[src/rtl/cal_pkg.sv]
package cal_pkg;

    localparam int WORD_W   = 16;
    localparam int ADDR_W   = 4;
    localparam int TRIG_BIT = 15;
    localparam int LEAP_BIT = 15;

    localparam logic [ADDR_W-1:0] A_SEC  = 4'd0;
    localparam logic [ADDR_W-1:0] A_MIN  = 4'd1;
    localparam logic [ADDR_W-1:0] A_HOUR = 4'd2;
    localparam logic [ADDR_W-1:0] A_WDAY = 4'd3;
    localparam logic [ADDR_W-1:0] A_DAY  = 4'd4;
    localparam logic [ADDR_W-1:0] A_MON  = 4'd5;
    localparam logic [ADDR_W-1:0] A_YEAR = 4'd6;
    localparam logic [ADDR_W-1:0] A_TRIG = 4'd7;
    localparam logic [ADDR_W-1:0] A_CTRL = 4'd8;

    localparam logic [WORD_W-1:0] CTRL_VALUE = 16'h0001;

    typedef struct packed {
        logic       leap;
        logic [7:0] year;
        logic [4:0] mon;
        logic [5:0] day;
        logic [2:0] wday;
        logic [5:0] hour;
        logic [6:0] min;
        logic [6:0] sec;
    } cal_time_t;

    function automatic cal_time_t cal_reset_time();
        cal_time_t t;
        t      = '0;
        t.day  = 6'h01;
        t.mon  = 5'h01;
        return t;
    endfunction

    // Two-digit BCD increment; the caller handles the wrap.
    function automatic logic [7:0] bcd_inc(input logic [7:0] v);
        logic [7:0] r;
        if (v[3:0] >= 4'd9) begin
            r[3:0] = 4'd0;
            r[7:4] = v[7:4] + 4'd1;
        end else begin
            r[3:0] = v[3:0] + 4'd1;
            r[7:4] = v[7:4];
        end
        return r;
    endfunction

    // Last day of a month in BCD.
    function automatic logic [5:0] month_last_day(input logic [4:0] mon, input logic leap);
        logic [5:0] d;
        case (mon)
            5'h02:                      d = leap ? 6'h29 : 6'h28;
            5'h04, 5'h06, 5'h09, 5'h11: d = 6'h30;
            default:                    d = 6'h31;
        endcase
        return d;
    endfunction

endpackage

[src/rtl/cal_prescaler.sv]
module cal_prescaler #(
    parameter int PRESC_W = 15
) (
    input  logic clk,
    input  logic rst,
    input  logic restart,
    output logic tick
);
    localparam logic [PRESC_W-1:0] LAST = {PRESC_W{1'b1}};

    logic [PRESC_W-1:0] count;

    always_ff @(posedge clk) begin
        if (rst || restart) count <= '0;
        else                count <= count + 1'b1;
    end

    assign tick = (count == LAST);
endmodule

[src/rtl/cal_counter.sv]
module cal_counter
    import cal_pkg::*;
(
    input  logic      clk,
    input  logic      rst,
    input  logic      tick,
    input  logic      load,
    input  cal_time_t load_val,
    output cal_time_t cur
);
    logic       sec_end, min_end, hour_end, day_end, mon_end, year_end;
    logic       c_min, c_hour, c_day, c_mon, c_year;
    logic [7:0] sec_inc, min_inc, hour_inc, day_inc, mon_inc, year_inc;
    cal_time_t  nxt;

    always_comb begin
        sec_end  = cur.sec  >= 7'h59;
        min_end  = cur.min  >= 7'h59;
        hour_end = cur.hour >= 6'h23;
        day_end  = cur.day  >= month_last_day(cur.mon, cur.leap);
        mon_end  = cur.mon  >= 5'h12;
        year_end = cur.year >= 8'h99;

        c_min  = tick  & sec_end;
        c_hour = c_min & min_end;
        c_day  = c_hour & hour_end;
        c_mon  = c_day & day_end;
        c_year = c_mon & mon_end;

        sec_inc  = bcd_inc({1'b0, cur.sec});
        min_inc  = bcd_inc({1'b0, cur.min});
        hour_inc = bcd_inc({2'b0, cur.hour});
        day_inc  = bcd_inc({2'b0, cur.day});
        mon_inc  = bcd_inc({3'b0, cur.mon});
        year_inc = bcd_inc(cur.year);

        nxt = cur;
        if (tick)   nxt.sec  = sec_end  ? 7'h00 : sec_inc[6:0];
        if (c_min)  nxt.min  = min_end  ? 7'h00 : min_inc[6:0];
        if (c_hour) nxt.hour = hour_end ? 6'h00 : hour_inc[5:0];
        if (c_day) begin
            nxt.day  = day_end ? 6'h01 : day_inc[5:0];
            nxt.wday = (cur.wday >= 3'd6) ? 3'd0 : cur.wday + 3'd1;
        end
        if (c_mon)  nxt.mon  = mon_end  ? 5'h01 : mon_inc[4:0];
        if (c_year) nxt.year = year_end ? 8'h00 : year_inc;
    end

    always_ff @(posedge clk) begin
        if (rst)       cur <= cal_reset_time();
        else if (load) cur <= load_val;
        else           cur <= nxt;
    end
endmodule

[src/rtl/cal_regs.sv]
module cal_regs
    import cal_pkg::*;
(
    input  logic              clk,
    input  logic              rst,
    input  logic              we,
    input  logic [ADDR_W-1:0] addr,
    input  logic [WORD_W-1:0] wdata,
    input  cal_time_t         live,
    output cal_time_t         shadow,
    output logic              commit,
    output logic [WORD_W-1:0] rdata
);
    logic wdata_unused;
    assign wdata_unused = ^wdata[14:8];

    always_ff @(posedge clk) begin
        if (rst) begin
            shadow <= cal_reset_time();
        end else if (we) begin
            case (addr)
                A_SEC:  shadow.sec  <= wdata[6:0];
                A_MIN:  shadow.min  <= wdata[6:0];
                A_HOUR: shadow.hour <= wdata[5:0];
                A_WDAY: shadow.wday <= wdata[2:0];
                A_DAY:  shadow.day  <= wdata[5:0];
                A_MON:  shadow.mon  <= wdata[4:0];
                A_YEAR: begin
                    shadow.year <= wdata[7:0];
                    shadow.leap <= wdata[LEAP_BIT];
                end
                default: ;
            endcase
        end
    end

    assign commit = we && (addr == A_TRIG) && wdata[TRIG_BIT];

    always_comb begin
        rdata = '0;
        case (addr)
            A_SEC:  rdata[6:0] = live.sec;
            A_MIN:  rdata[6:0] = live.min;
            A_HOUR: rdata[5:0] = live.hour;
            A_WDAY: rdata[2:0] = live.wday;
            A_DAY:  rdata[5:0] = live.day;
            A_MON:  rdata[4:0] = live.mon;
            A_YEAR: begin
                rdata[7:0]      = live.year;
                rdata[LEAP_BIT] = live.leap;
            end
            A_CTRL: rdata = CTRL_VALUE;
            default: rdata = '0;
        endcase
    end
endmodule

[src/rtl/bcd_calendar_clock.sv]
module bcd_calendar_clock
    import cal_pkg::*;
#(
    parameter int PRESC_W = 15
) (
    input  logic        clk,
    input  logic        rst,
    input  logic        reg_we,
    input  logic [3:0]  reg_addr,
    input  logic [15:0] reg_wdata,
    output logic [15:0] reg_rdata,
    output logic        sec_tick
);
    cal_time_t live_time;
    cal_time_t shadow_time;
    logic      commit;

    cal_regs i_regs (
        .clk    (clk),
        .rst    (rst),
        .we     (reg_we),
        .addr   (reg_addr),
        .wdata  (reg_wdata),
        .live   (live_time),
        .shadow (shadow_time),
        .commit (commit),
        .rdata  (reg_rdata)
    );

    cal_prescaler #(.PRESC_W(PRESC_W)) i_presc (
        .clk     (clk),
        .rst     (rst),
        .restart (commit),
        .tick    (sec_tick)
    );

    cal_counter i_cnt (
        .clk      (clk),
        .rst      (rst),
        .tick     (sec_tick),
        .load     (commit),
        .load_val (shadow_time),
        .cur      (live_time)
    );
endmodule

[config.mk]
export PLATFORM = sky130hd
export DESIGN_NAME = bcd_calendar_clock
export DESIGN_NICKNAME = d
export VERILOG_FILES = /design/src/rtl/cal_pkg.sv /design/src/rtl/cal_prescaler.sv /design/src/rtl/cal_counter.sv /design/src/rtl/cal_regs.sv /design/src/rtl/bcd_calendar_clock.sv
export SDC_FILE = /design/constraint.sdc
export NUM_CORES = 1
export LEC_CHECK = 0
export BUFFER_PORTS_ARGS = -buffer_cell sky130_fd_sc_hd__buf_4
export CORE_MARGIN = 8
export CORE_UTILIZATION = 65
export DETAILED_ROUTE_END_ITERATION = 10
export GPL_TIMING_DRIVEN = 0
export HOLD_SLACK_MARGIN = 0.08
export PLACE_DENSITY = 0.94
export SYNTH_ARGS = -nofsm -noshare
export SYNTH_HDL_FRONTEND = slang
export SYNTH_SLANG_ARGS = --single-unit
[constraint.sdc]
create_clock -name clk -period 8.2 [get_ports clk]
set_input_delay 0.41 -clock clk [delete_from_list [all_inputs] [get_ports clk]]
set_output_delay 0.41 -clock clk [all_outputs]
set_load 0.05 [all_outputs]
Yosys cells after proc, flatten, opt, wreduce, memory -nomap -nowiden
Cells that the tools add are included.
{"block": "word_totals", "reg_bits": 101, "out_inout_bits": 17, "elab_cells": 127}
{"block": "op_classes", "add_sub_neg": 14, "n_lt_le_gt_ge": 13, "n_eq_ne": 14, "muxes": 28, "bitwise_logic": 5, "n_reduce_logical": 30}
{"op": "$mux 42", "count": 1}
{"op": "$mux 7", "count": 6}
{"op": "$mux 6", "count": 5}
{"op": "$add 4x1->4 const B", "count": 7}
{"op": "$reduce_and 2->1", "count": 13}
{"op": "$ge 4x4->1 const B", "count": 6}
{"op": "$mux 8", "count": 3}
{"op": "$pmux 3 s8", "count": 1}
{"op": "$reduce_bool 3->1", "count": 6}
{"op": "$eq 4x3->1 const B", "count": 4}
{"op": "$add 15x1->15 const B", "count": 1}
{"op": "$eq 15x15->1 const B", "count": 1}
{"op": "$mux 5", "count": 3}
{"op": "$ge 7x7->1 const B", "count": 2}
{"op": "$pmux 2 s6", "count": 1}
{"op": "$pmux 6 s2", "count": 1}
{"op": "$reduce_bool 2->1", "count": 6}
{"op": "$eq 5x3->1 const B", "count": 2}
{"op": "$add 3x1->3 const B", "count": 3}
{"op": "$mux 9", "count": 1}
{"op": "$eq 4x2->1 const B", "count": 2}
{"op": "$ge 8x8->1 const B", "count": 1}
{"op": "$ge 6x6->1", "count": 1}
{"op": "$ge 6x6->1 const B", "count": 1}
{"op": "other kinds (18)", "count": 26}

Longest topological paths before layout
Gate-level depths: netlist of run 1.
{"block": "depth", "depth_word": 8, "ltp_mapped": 13}

Hierarchy
From an unflattened synthesis of run 1, not the netlist that was laid out.
{"block": "unflattened", "hier_cells": 725, "hier_area_um2": 6084.6}
{"mod": "cal_counter", "instances": 1, "cells_each": 373, "area_each_um2": 3173.0}
{"mod": "cal_regs", "instances": 1, "cells_each": 277, "area_each_um2": 2249.7}
{"mod": "cal_prescaler", "instances": 1, "cells_each": 75, "area_each_um2": 661.9}

Least setup slack after synthesis of run 1
No wires, ideal clock.
{"block": "synth_path", "path_type": "register to register", "from": "register i_cnt.cur[30] (netlist name)", "to": "register i_cnt.cur[41] (netlist name)", "arrival_time_ns": 2.753, "path_slack_ns": 5.356, "stages_incl_launch_ff": 13, "synth_period_minus_slack_ns": 2.844, "path_cell_list": "dfxtp_1 ha_1 and3_1 inv_1 o21ai_0 a31oi_1 ha_1 nor4b_1 o22ai_1 nand3_2 nand4b_4 or3_1 a311oi_1"}
{"block": "synth_between", "elab_chain_len": 8}
{"element": "start, declared", "line": "cal_counter.sv:9", "rtl": "output cal_time_t cur"}
{"element": "start signal, assigned", "line": "cal_counter.sv:50", "rtl": "if (rst) cur <= cal_reset_time();"}
{"element": "start signal, assigned", "line": "cal_counter.sv:51", "rtl": "else if (load) cur <= load_val;"}
{"element": "start signal, assigned", "line": "cal_counter.sv:52", "rtl": "else cur <= nxt;"}
{"element": "$eq 5x3->1 (tied with other cells)", "line": "cal_pkg.sv:55", "rtl": "case (mon)"}
{"element": "$reduce_or 4->1", "line": "cal_pkg.sv:55"}
{"element": "$pmux 6 s2", "line": "cal_pkg.sv:55"}
{"element": "$ge 6x6->1", "line": "cal_counter.sv:20", "rtl": "day_end = cur.day >= month_last_day(cur.mon, cur.leap);"}
{"element": "$and 1x1->1", "line": "cal_counter.sv:27", "rtl": "c_mon = c_day & day_end;"}
{"element": "$and 1x1->1 (*)", "line": "cal_counter.sv:28", "rtl": "c_year = c_mon & mon_end;"}
{"element": "$reduce_bool 2->1 (no line) (*)"}
{"element": "$reduce_and 2->1 (no line) (*)"}
Every way passes the cells marked *; elsewhere a longest branch is shown, timed or not.
A chain may end at the register's enable or synchronous reset.

Final worst setup path of run 1
{"block": "layout_path", "from": "register i_cnt.cur[29] (netlist name)", "to": "register i_cnt.cur[41] (netlist name)"}
The elaborated chain is that of the path after synthesis.

==> results of run 1 <==
kinds of logic (layout without fill, tap and decap cells):
family / Yosys count / in the layout / synth area share (%)
xor+xnor: 18 / 18 / 2.78
flops: 101 / 101 / 35.6
buf+inv: 79 / 117 / 6.11
simple gates: 280 / 280 / 24.5
mux: 15 / 15 / 2.65
fa+ha+maj: 34 / 34 / 7.50
compound gates: 170 / 170 / 20.7
other cells: 1 / 7 / 0.0661
synthesized netlist by cell type (8+ instances only):
| master | count |
|---|---|
| xor2_1 | 11 |
| nand3_1 | 52 |
| ha_1 | 34 |
| nand2_1 | 76 |
| dfxtp_1 | 101 |
| a22oi_1 | 8 |
| nor3_1 | 20 |
| a31oi_1 | 8 |
| a221oi_1 | 9 |
| buf_4 | 8 |
| o21ai_0 | 17 |
| clkbuf_1 | 27 |
| nand4_1 | 8 |
| buf_2 | 10 |
| mux2i_1 | 15 |
| a211oi_1 | 19 |
| a21oi_1 | 50 |
| inv_1 | 29 |
| nor2_1 | 67 |
area by class of cell:
cell class	count	area (µm²)	area share [%]
Clock buffer	9	124	2.00
Buffer	48	230	3.71
Clock inverter	7	83.8	1.35
Sequential cell	101	2020	32.6
Tap cell	108	135	2.18
Multi-Input combinational cell	524	3330	53.6
Timing Repair Buffer	22	165	2.66
Inverter	31	116	1.88
metal layers:
layer  part of all wire [%]  vias up  routed length [µm]  GRT usage, %
met5                      0        -                   0             0
met4                    5.6        0                1040          16.9
met3                     12      105                2280          7.97
met2                     46      431                8460          50.8
met1                     36     2780                6770          38.3
li1                       -     2613                   -             -
power groups by stage:
stage	combinational, mW	sequential, mW	clock, mW
4_1_cts	0.0687	0.501	0.334
2_1_floorplan	0.0431	0.510	0
3_3_place_gp	0.0664	0.512	0
5_1_grt	0.0750	0.502	0.357
6_report	0.0720	0.501	0.337
3_5_place_dp	0.0681	0.512	0
through the flow:
stage / setup slack, ns / cells
final: 4.52 / 850
after global routing: 4.37 / 850
after CTS: 4.60 / 850
after detailed placement: 4.60 / 834
after global placement: 4.74 / 834
after floorplan: 5.36 / 704
worst min-delay path: cells and delay by family:
kind                   cells  cell delay (ns)
buffers and inverters      1             0.11
AND/OR/NAND/NOR            1             0.05
AO/OA/AOI/OAI              1             0.05
worst paths after layout:
check,end,slack [ns],cells past startpoint
worst max-delay path,i_cnt.cur[41]$_SDFFE_PP0P_,4.52,13
worst min-delay path,i_regs.shadow[41]$_SDFFE_PP0P_,0.29,3
worst min register to register,i_regs.shadow[18]$_SDFFE_PP0P_,0.46,2
worst max register to register,i_cnt.cur[41]$_SDFFE_PP0P_,4.52,13
flip-flops by register name (all words and copies together) (netlist names):
| name | cells |
|---|---|
| i_presc.count | 15 |
| i_cnt.cur | 43 |
| i_regs.shadow | 43 |
==> run_results.csv, run 1 <==
group,metric,value,unit
clocking,cts-root-buf,"clkbuf_8",
global_routing,grt_max_degree,19,
clocking,numClockSinks,101,
clocking,htreeDepth,3,
synthesis,ys_warn_count,0,
setup_path,slowest_delay,0.50,ns
timing,worstMarginPinSlew,0.899,ns
clocking,clkSlewWorstSetupHoldPaths,0.10,ns
floorplanning,chipHeight,109,µm
global_routing,grt_pass1_wl,29200,µm
setup_path,r2r-start,"i_cnt.cur[29]$_SDFFE_PP1P_",
global_routing,globalRouteTotalUtil,31.7,%
min_path,hold_path_class,"in -> reg",
floorplanning,coreArea,8590,µm²
synthesis,synth-edff-count,0,
global_routing,antenna_found_initial,0,
status,outcome,"complete, no violations",
synthesis,yosys.area.top_type,"dfxtp_1",
detailed_routing,drtAntennaViolNets,0,
global_routing,grt_pass1_vias,5701,
placement,post_dp_cell_area,6000,µm²
power_and_ir_drop,p_switching,250,µW
clocking,cts_setup_buffers,0,
timing,tns,0,ns
finish,antenna_cells,0,
floorplanning,io_pins,40,
setup_path,crit_arrival,3.97,ns
setup_path,critPathKind,"reg -> reg",
finish,drive_gt1_share,9.43,%
timing,rsz0062_at_grt,"no",
clocking,postCtsResizedCells,0,
clocking,clock_path_buffers,2,
timing,min_period_over_period,44.9,%
synthesis,postSynthCellCount,698,
synthesis,netlist_area,5670,µm²
detailed_routing,firstDrtPassIters,8,
power_and_ir_drop,p_leak,2.42,nW
floorplanning,die_area,12000,µm²
setup_path,cp.buffers_inverters,2,
synthesis,synth_cell_types,67,
clocking,cts_tree,"built",
detailed_routing,drc,0,
power_and_ir_drop,power_density,147,nW/µm²
detailed_routing,num_vias,5929,
detailed_routing,wl_per_cell,21.8,µm
floorplanning,die_width,109,µm
setup_path,setup.worst_path.start_class,"register",
setup_path,cp-end-kind,"register",
setup_path,cp_data_required_time,8.49,ns
placement,hpwl,13100,µm
placement,gp_congestion,1.03,
finish,layout.nets,794,
setup_path,startpoint,"i_cnt.cur[29]$_SDFFE_PP1P_",
finish,final_cell_mix,"dfxtp_1 (101), nand2_1 (76), nor2_1 (67), nand3_1 (52), a21oi_1 (50)",
finish,final_area,6200,µm²
finish,fill_cells,695,
run,drv_cap,0,
global_routing,gr-total-overflow,0,
placement,io_buffer_count,22,
timing,hold_viol,0,
timing,holdWs,0.288,ns
min_path,worstHoldStart,"reg_wdata[7]",
power_and_ir_drop,p_comb_share,7.9,%
floorplanning,floorplan.rows,34,
finish,area_growth,9.35,%
clocking,hold_buffers,0,
finish,final_util,72.2,%
synthesis,ys_top_cells_by_area,"dfxtp_1 (36%), ha_1 (7.5%), nand2_1 (5.0%)",
timing,drv_slew,0,
power_and_ir_drop,clkPwrFrac,37.1,%
power_and_ir_drop,seq_power_share,55.0,%
detailed_routing,first_iter_violations,814,
synthesis,synth.top_cell.area_share,35.6,%
power_and_ir_drop,p_int,661,µW
synthesis,ys_dominant_reg_cell,"dfxtp_1",
setup_path,crit_fanout,7,
timing,slew_headroom,39.5,%
clocking,clk_latency,0.38,ns
synthesis,ys_ff_latch,101,
timing,finalClockSkew,0.0101,ns
synthesis,synthArstFlopShare,0,%
detailed_routing,routed_wl,18600,µm
synthesis,seq_area_frac_synth,35.6,%
timing,final.min_clock_period,3.68,ns
setup_path,slowest_stage,"dfxtp_1",
synthesis,avgSynthCellArea,8.13,µm²
setup_path,cp_cell_sequence,"inv_1, ha_1, and3_1, inv_1, o21ai_0, a31oi_1, ha_1, nor4b_1, o22ai_1, nand3_2, nand4b_4, or3_1, a311oi_1",
clocking,cts_made_buffers,9,
detailed_routing,viasPerCell,6.98,
power_and_ir_drop,swShare,27.4,%
timing,setup_viol,0,
floorplanning,start_util,66.0,%
timing,timing.fmax,272,MHz
finish,mostFrequentLayoutCell,"dfxtp_1",
power_and_ir_drop,fin_total_pwr,911,µW
setup_path,cp_top_family,"simple AND/OR/NAND/NOR gates",
power_and_ir_drop,ir_drop,0.127,mV
Power figures use the tool's default switching activity.
==> inputs of run 2 (changes only) <==
Settings changed: CORE_UTILIZATION 65 to 55, PLACE_DENSITY 0.94 to 0.86.
Clock period 8.2 ns to 3.3 ns, I/O delays scaled along.
==> run 2 against run 1 <==
Against the previous run:
- via count is 1.5% lower
- worst setup slack lost 4.3 ns
- combinational power grew 150%
- first-iteration DRC count increased by 0.49%
- critical endpoint unchanged
- largest cell class unchanged
- largest power group unchanged
==> run_results.csv, run 2 (synthesis gave the netlist of run 1 again) <==
group,metric,value,unit
setup_path,crit_arrival,3.42,ns
timing,drv_slew,0,
status,outcome,"complete, no violations",
setup_path,crit_fanout,7,
floorplanning,io_pins,40,
timing,hold_viol,0,
min_path,hold_path_class,"in -> reg",
global_routing,grt_pass1_wl,28700,µm
finish,multiInputGateArea,3350,µm²
detailed_routing,first_iter_violations,818,
floorplanning,die_area,13800,µm²
finish,final_area,6320,µm²
setup_path,critPathKind,"reg -> reg",
clocking,clk_latency,0.39,ns
global_routing,antenna_found_initial,0,
floorplanning,coreArea,10200,µm²
timing,timing.fmax,321,MHz
clocking,htreeDepth,3,
setup_path,cp_top_family,"simple AND/OR/NAND/NOR gates",
floorplanning,chipHeight,118,µm
finish,top_regs,"i_cnt.cur (43), i_regs.shadow (43), i_presc.count (15)",
floorplanning,die_width,118,µm
detailed_routing,num_vias,5843,
setup_path,slowest_delay,0.41,ns
placement,io_buffer_count,22,
global_routing,gr-total-overflow,0,
setup_path,slowest_stage,"or3_1",
global_routing,grt_max_degree,20,
power_and_ir_drop,power_density,363,nW/µm²
detailed_routing,viasPerCell,6.62,
clocking,cts_made_buffers,9,
run,drv_cap,0,
placement,dpl_worst_slack,-0.287,ns
timing,worstMarginPinSlew,0.930,ns
setup_path,cp-end-kind,"register",
timing,tns,0,ns
detailed_routing,drtAntennaViolNets,0,
finish,drive_gt1_share,10.6,%
clocking,cts-root-buf,"clkbuf_8",
finish,final_cell_mix,"dfxtp_1 (99), nand2_1 (76), nor2_1 (67), nand3_1 (52), a21oi_1 (50)",
global_routing,grt_pass1_vias,5515,
clocking,numClockSinks,101,
finish,layout.nets,797,
floorplanning,start_util,55.7,%
timing,final.min_clock_period,3.12,ns
placement,post_dp_cell_area,6030,µm²
finish,fill_cells,875,
timing,holdWs,0.0862,ns
finish,mostFrequentLayoutCell,"dfxtp_1",
timing,finalClockSkew,0.0130,ns
detailed_routing,firstDrtPassIters,6,
detailed_routing,wl_per_cell,20.5,µm
finish,area_growth,11.4,%
power_and_ir_drop,p_leak,2.45,nW
timing,min_period_over_period,94.4,%
clocking,clkSlewWorstSetupHoldPaths,0.11,ns
setup_path,cp_cell_sequence,"inv_1, ha_2, and3_4, inv_1, o21ai_0, a31oi_1, ha_1, nor4b_1, o22ai_2, nand3_4, nand4b_4, or3_1, a311oi_1",
setup_path,cp_data_required_time,3.60,ns
detailed_routing,drc,0,
clocking,cts_tree,"built",
detailed_routing,routed_wl,18100,µm
placement,gp_congestion,1.01,
timing,timing.final.ws_setup,0.184,ns
setup_path,cp.buffers_inverters,2,
setup_path,setup.worst_path.start_class,"register",
clocking,clock_path_buffers,2,
power_and_ir_drop,ir_drop,0.184,mV
timing,slew_headroom,37.4,%
timing,setup_viol,0,
finish,regArea,2030,µm²
floorplanning,floorplan.rows,37,
global_routing,globalRouteTotalUtil,25.6,%
setup_path,path_common_cell,"inv_1",
placement,hpwl,12800,µm
run 2: changes by cell type in the layout (fill, tap and decap cells not counted), moves of 2 or more:
cell,delta
buf_4,+3
dlygate4sd3_1,+3
inv_8,+2
clkbuf_1,-3
dfxtp_1,-2
run 2: stage by stage:
step                      power [mW]  instances  util (%)
after floorplan                 1.38        704         -
after CTS                       2.28        882      61.7
after global routing            2.36        881      62.0
final                           2.30        882      62.1
after detailed placement        1.44        862      59.2
after global placement          1.44        862      59.2
run 2: final timing paths:
path	slack, ns	cells after the start	from	to
hold reg to reg	0.46	2	i_regs.shadow[42]$_SDFFE_PP0P_	i_cnt.cur[42]$_SDFFE_PP0P_
setup reg to reg	0.18	13	i_cnt.cur[29]$_SDFFE_PP1P_	i_cnt.cur[41]$_SDFFE_PP0P_
setup / recovery	0.18	13	i_cnt.cur[29]$_SDFFE_PP1P_	i_cnt.cur[41]$_SDFFE_PP0P_
hold / removal	0.09	3	reg_wdata[5]	i_regs.shadow[19]$_SDFFE_PP0P_
run 2: power breakdown:
part,total [mW],internal [mW],switching (mW)
combinational,0.179,0.0509,0.128
clock,0.873,0.371,0.502
sequential,1.24,1.23,0.0136
total,2.30,1.65,0.644
run 2: worst min-delay path, stage by stage:
cell,delay [ns]
buf_4,0.15
nand3_1,0.07
a21oi_1,0.05
run 2: repair_timing:
| item | 4_1_cts | 5_1_grt |
|---|---|---|
| endpoints found under the hold margin | 4 | 0 |
| resized for setup | 1 | 7 |
| pin swaps | 1 | 1 |
| setup endpoints to repair | 12 | 18 |
| setup buffers | 1 | 2 |
| hold buffers | 3 | 0 |
run 2: cell type report:
class | instances | share of cell area (%)
Clock buffer | 9 | 1.96
Tap cell | 136 | 2.69
Sequential cell | 101 | 32.1
Clock inverter | 7 | 1.43
Buffer | 45 | 3.46
Antenna cell | 1 | 0.0396
Multi-Input combinational cell | 524 | 53.1
Timing Repair Buffer | 28 | 3.44
Inverter | 31 | 1.84
run 2: layer usage:
metal,part of all wire (%),wire length [µm],track usage (%)
met1,38,6870,31.9
met2,43,7860,39.8
met3,13,2270,5.66
met4,5.9,1070,15.4
met5,0,0,0
==> inputs of run 3 (changes only) <==
Settings changed: PLACE_DENSITY 0.86 to 0.85, SYNTH_HIERARCHICAL set to 1.
==> run 3 against run 2 <==
Against the previous run:
- synthesized cell count grew 3.9%
- core utilization up 0.24 points
- die area increased by 6.3%
- via count grew 4.0%
- routed wire length increased by 5.9%
- critical endpoint is now i_cnt/cur[35]$_SDFFE_PP0P_
- combinational power is 25% higher
==> run_results.csv, run 3 <==
group,metric,value,unit
run,drv_cap,0,
timing,finalClockSkew,0.0154,ns
detailed_routing,first_iter_violations,711,
timing,final.min_clock_period,3.19,ns
timing,timing.final.ws_setup,0.106,ns
timing,holdWs,0.0935,ns
finish,final_cell_count_no_fill,919,
power_and_ir_drop,p_leak,2.44,nW
placement,post_dp_cell_area,6450,µm²
setup_path,crit_arrival,3.49,ns
synthesis,seq_area_frac_synth,33.2,%
setup_path,slowest_delay,0.73,ns
timing,drv_slew,0,
global_routing,grt_pass1_wl,30300,µm
synthesis,synthArstFlopShare,0,%
floorplanning,floorplan.rows,38,
power_and_ir_drop,p_int,1.66,mW
setup_path,cp_cell_sequence,"buf_6, buf_2, buf_2, nand3_1, nor2_2, buf_2, clkinv_1, a21oi_1, nand2_1, a221oi_2",
clocking,clk_latency,0.38,ns
setup_path,r2r-start,"i_cnt/cur[29]$_SDFFE_PP1P_",
finish,drive_gt1_share,14.0,%
power_and_ir_drop,fin_total_pwr,2.28,mW
clocking,cts-root-buf,"clkbuf_8",
global_routing,globalRouteTotalUtil,26.1,%
synthesis,yosys.area.top_type,"dfxtp_1",
power_and_ir_drop,clkPwrFrac,35.8,%
clocking,clkSlewWorstSetupHoldPaths,0.10,ns
power_and_ir_drop,power_density,338,nW/µm²
timing,min_period_over_period,96.8,%
synthesis,netlist_area,6080,µm²
floorplanning,start_util,56.1,%
floorplanning,coreArea,10800,µm²
finish,final_util,62.3,%
detailed_routing,viasPerCell,6.61,
finish,layout.nets,831,
setup_path,path_common_cell,"buf_2",
setup_path,worstReg2RegEnd,"i_cnt/cur[25]$_SDFFE_PP0P_",
power_and_ir_drop,p_comb_share,9.8,%
global_routing,grt_max_degree,18,
placement,dpl_worst_slack,-0.385,ns
power_and_ir_drop,ir_drop,0.217,mV
setup_path,slowest_stage,"a21oi_1",
finish,mostFrequentLayoutCell,"dfxtp_1",
placement,hpwl,14200,µm
min_path,hold_path_depth,3,
min_path,worstHoldStart,"reg_wdata[0]",
setup_path,cp_data_required_time,3.60,ns
finish,antenna_cells,0,
detailed_routing,drc,0,
placement,dp_cells,894,
global_routing,antenna_found_initial,0,
detailed_routing,routed_wl,19100,µm
floorplanning,chipHeight,121,µm
detailed_routing,wl_per_cell,20.8,µm
power_and_ir_drop,seq_power_share,54.5,%
synthesis,synth_cell_types,92,
finish,top_regs,"i_cnt/cur (43), i_regs/shadow (43), i_presc/count (15)",
timing,worstMarginPinSlew,0.786,ns
clocking,clock_path_buffers,2,
setup_path,setup.worst_path.start_class,"input pin",
setup_path,cp-end-kind,"register",
floorplanning,die_area,14700,µm²
synthesis,postSynthCellCount,725,
synthesis,avgSynthCellArea,8.39,µm²
timing,setup_viol,0,
setup_path,ff2ff_path_depth,14,
clocking,htreeDepth,3,
timing,slew_headroom,47.6,%
placement,gp_congestion,0.988,
clocking,cts_tree,"built",
synthesis,ys_dominant_reg_cell,"dfxtp_1",
placement,io_buffer_count,23,
global_routing,grtUsageMet1,34.2,%
timing,tns,0,ns
floorplanning,io_pins,40,
detailed_routing,firstDrtPassIters,7,
setup_path,critPathKind,"in -> reg",
global_routing,gr-total-overflow,0,
floorplanning,die_width,121,µm
finish,final_cell_mix,"dfxtp_1 (99), a21oi_1 (73), o21ai_0 (60), nand3_1 (59), buf_4 (35)",
finish,final_area,6750,µm²
global_routing,grt-busiest-layer,"met2",
synthesis,yosysMostFrequentCell,"dfxtp_1",
finish,area_growth,11.0,%
detailed_routing,drtAntennaViolNets,0,
synthesis,ys_ff_latch,101,
timing,hold_viol,0,
power_and_ir_drop,p_switching,627,µW
setup_path,ff2ff_setup_slack,0.26,ns
synthesis,synth-edff-count,0,
min_path,min_to,"i_regs/shadow[0]$_SDFFE_PP0P_",
min_path,hold_path_class,"in -> reg",
global_routing,grt_pass1_vias,5784,
status,outcome,"complete, no violations",
clocking,numClockSinks,101,
setup_path,crit_fanout,11,
synthesis,ys_top_cells_by_area,"dfxtp_1 (33%), ha_1 (7.0%), a21oi_1 (6.0%)",
detailed_routing,num_vias,6074,
timing,timing.fmax,313,MHz
clocking,cts_made_buffers,9,
synthesis,ys_warn_count,6,
global_routing,use_met2,40.6,%
global_routing,grtUsageMet3,5.12,%
power_and_ir_drop,swShare,27.5,%
synthesis,synth.top_cell.area_share,33.2,%
synthesis,synth.top_cells.by_count,"dfxtp_1 (101), a21oi_1 (73), o21ai_0 (61)",
-- run 3: changes by cell type after synthesis, sizes merged, moves of 8 or more --
| cell | previous run | this run |
|---|---|---|
| xor2 | 11 | 3 |
| nand3b | 0 | 10 |
| nor3 | 21 | 13 |
| a21oi | 52 | 75 |
| or4 | 0 | 8 |
| nor2 | 67 | 37 |
| o21ai | 17 | 65 |
| buf | 21 | 31 |
| nand2 | 76 | 30 |
-- run 3: metal layers --
layer,wire length [µm],vias up
li1,-,2808
met1,7840,2882
met2,8620,342
met3,2100,42
met4,572,0
met5,0,-
-- run 3: what timing repair did --
action	4_1_cts	5_1_grt
endpoints found under the setup margin	2	21
buffers inserted	1	0
pin swaps	1	0
hold buffers	8	0
resized for setup	0	7
endpoints found under the hold margin	12	0
-- run 3: final cells by class --
| cell class | count | area [µm²] |
|---|---|---|
| plain buffers | 58 | 320 |
| flip-flops and latches | 101 | 2030 |
| inverters | 34 | 128 |
| repair buffers | 32 | 260 |
| clock inverters | 7 | 75.1 |
| well taps | 140 | 175 |
| multi-input cells | 538 | 3640 |
| fillers | 937 | 4090 |
| clock buffers | 9 | 124 |
-- run 3: power groups by stage --
stage | logic [mW] | clock network, mW | registers, mW
floorplan | 0.139 | 0 | 1.27
global placement | 0.203 | 0 | 1.27
detailed placement | 0.208 | 0 | 1.27
CTS | 0.216 | 0.829 | 1.24
global route | 0.236 | 0.872 | 1.24
finish | 0.224 | 0.816 | 1.24
-- run 3: logic make-up (layout without fill, tap and decap cells) --
family / Yosys count / in the layout / share of synthesized area [%]
fa+ha+maj: 34 / 34 / 6.99
mux: 15 / 15 / 2.94
buf+inv: 92 / 140 / 7.34
compound gates: 253 / 253 / 28.0
other cells: 1 / 7 / 0.0616
simple gates: 220 / 220 / 20.2
flops: 101 / 101 / 33.2
xor+xnor: 9 / 9 / 1.30
-- run 3: worst max-delay path by stage --
stage                                      startpoint                          to
after floorplan           i_presc/count[0]$_SDFF_PP0_  i_cnt/cur[36]$_SDFFE_PP0P_
after global routing                      reg_addr[0]  i_cnt/cur[35]$_SDFFE_PP0P_
final                                     reg_addr[0]  i_cnt/cur[35]$_SDFFE_PP0P_
after global placement                    reg_addr[0]  i_cnt/cur[18]$_SDFFE_PP0P_
after CTS                                 reg_addr[0]  i_cnt/cur[18]$_SDFFE_PP0P_
after detailed placement                  reg_addr[0]  i_cnt/cur[18]$_SDFFE_PP0P_
-- run 3: worst max-delay path: cells and delay by family --
kind / cells / cell delay (ns)
simple gates: 3 / 0.82
compound gates: 2 / 1.04
buf+inv: 5 / 1.46
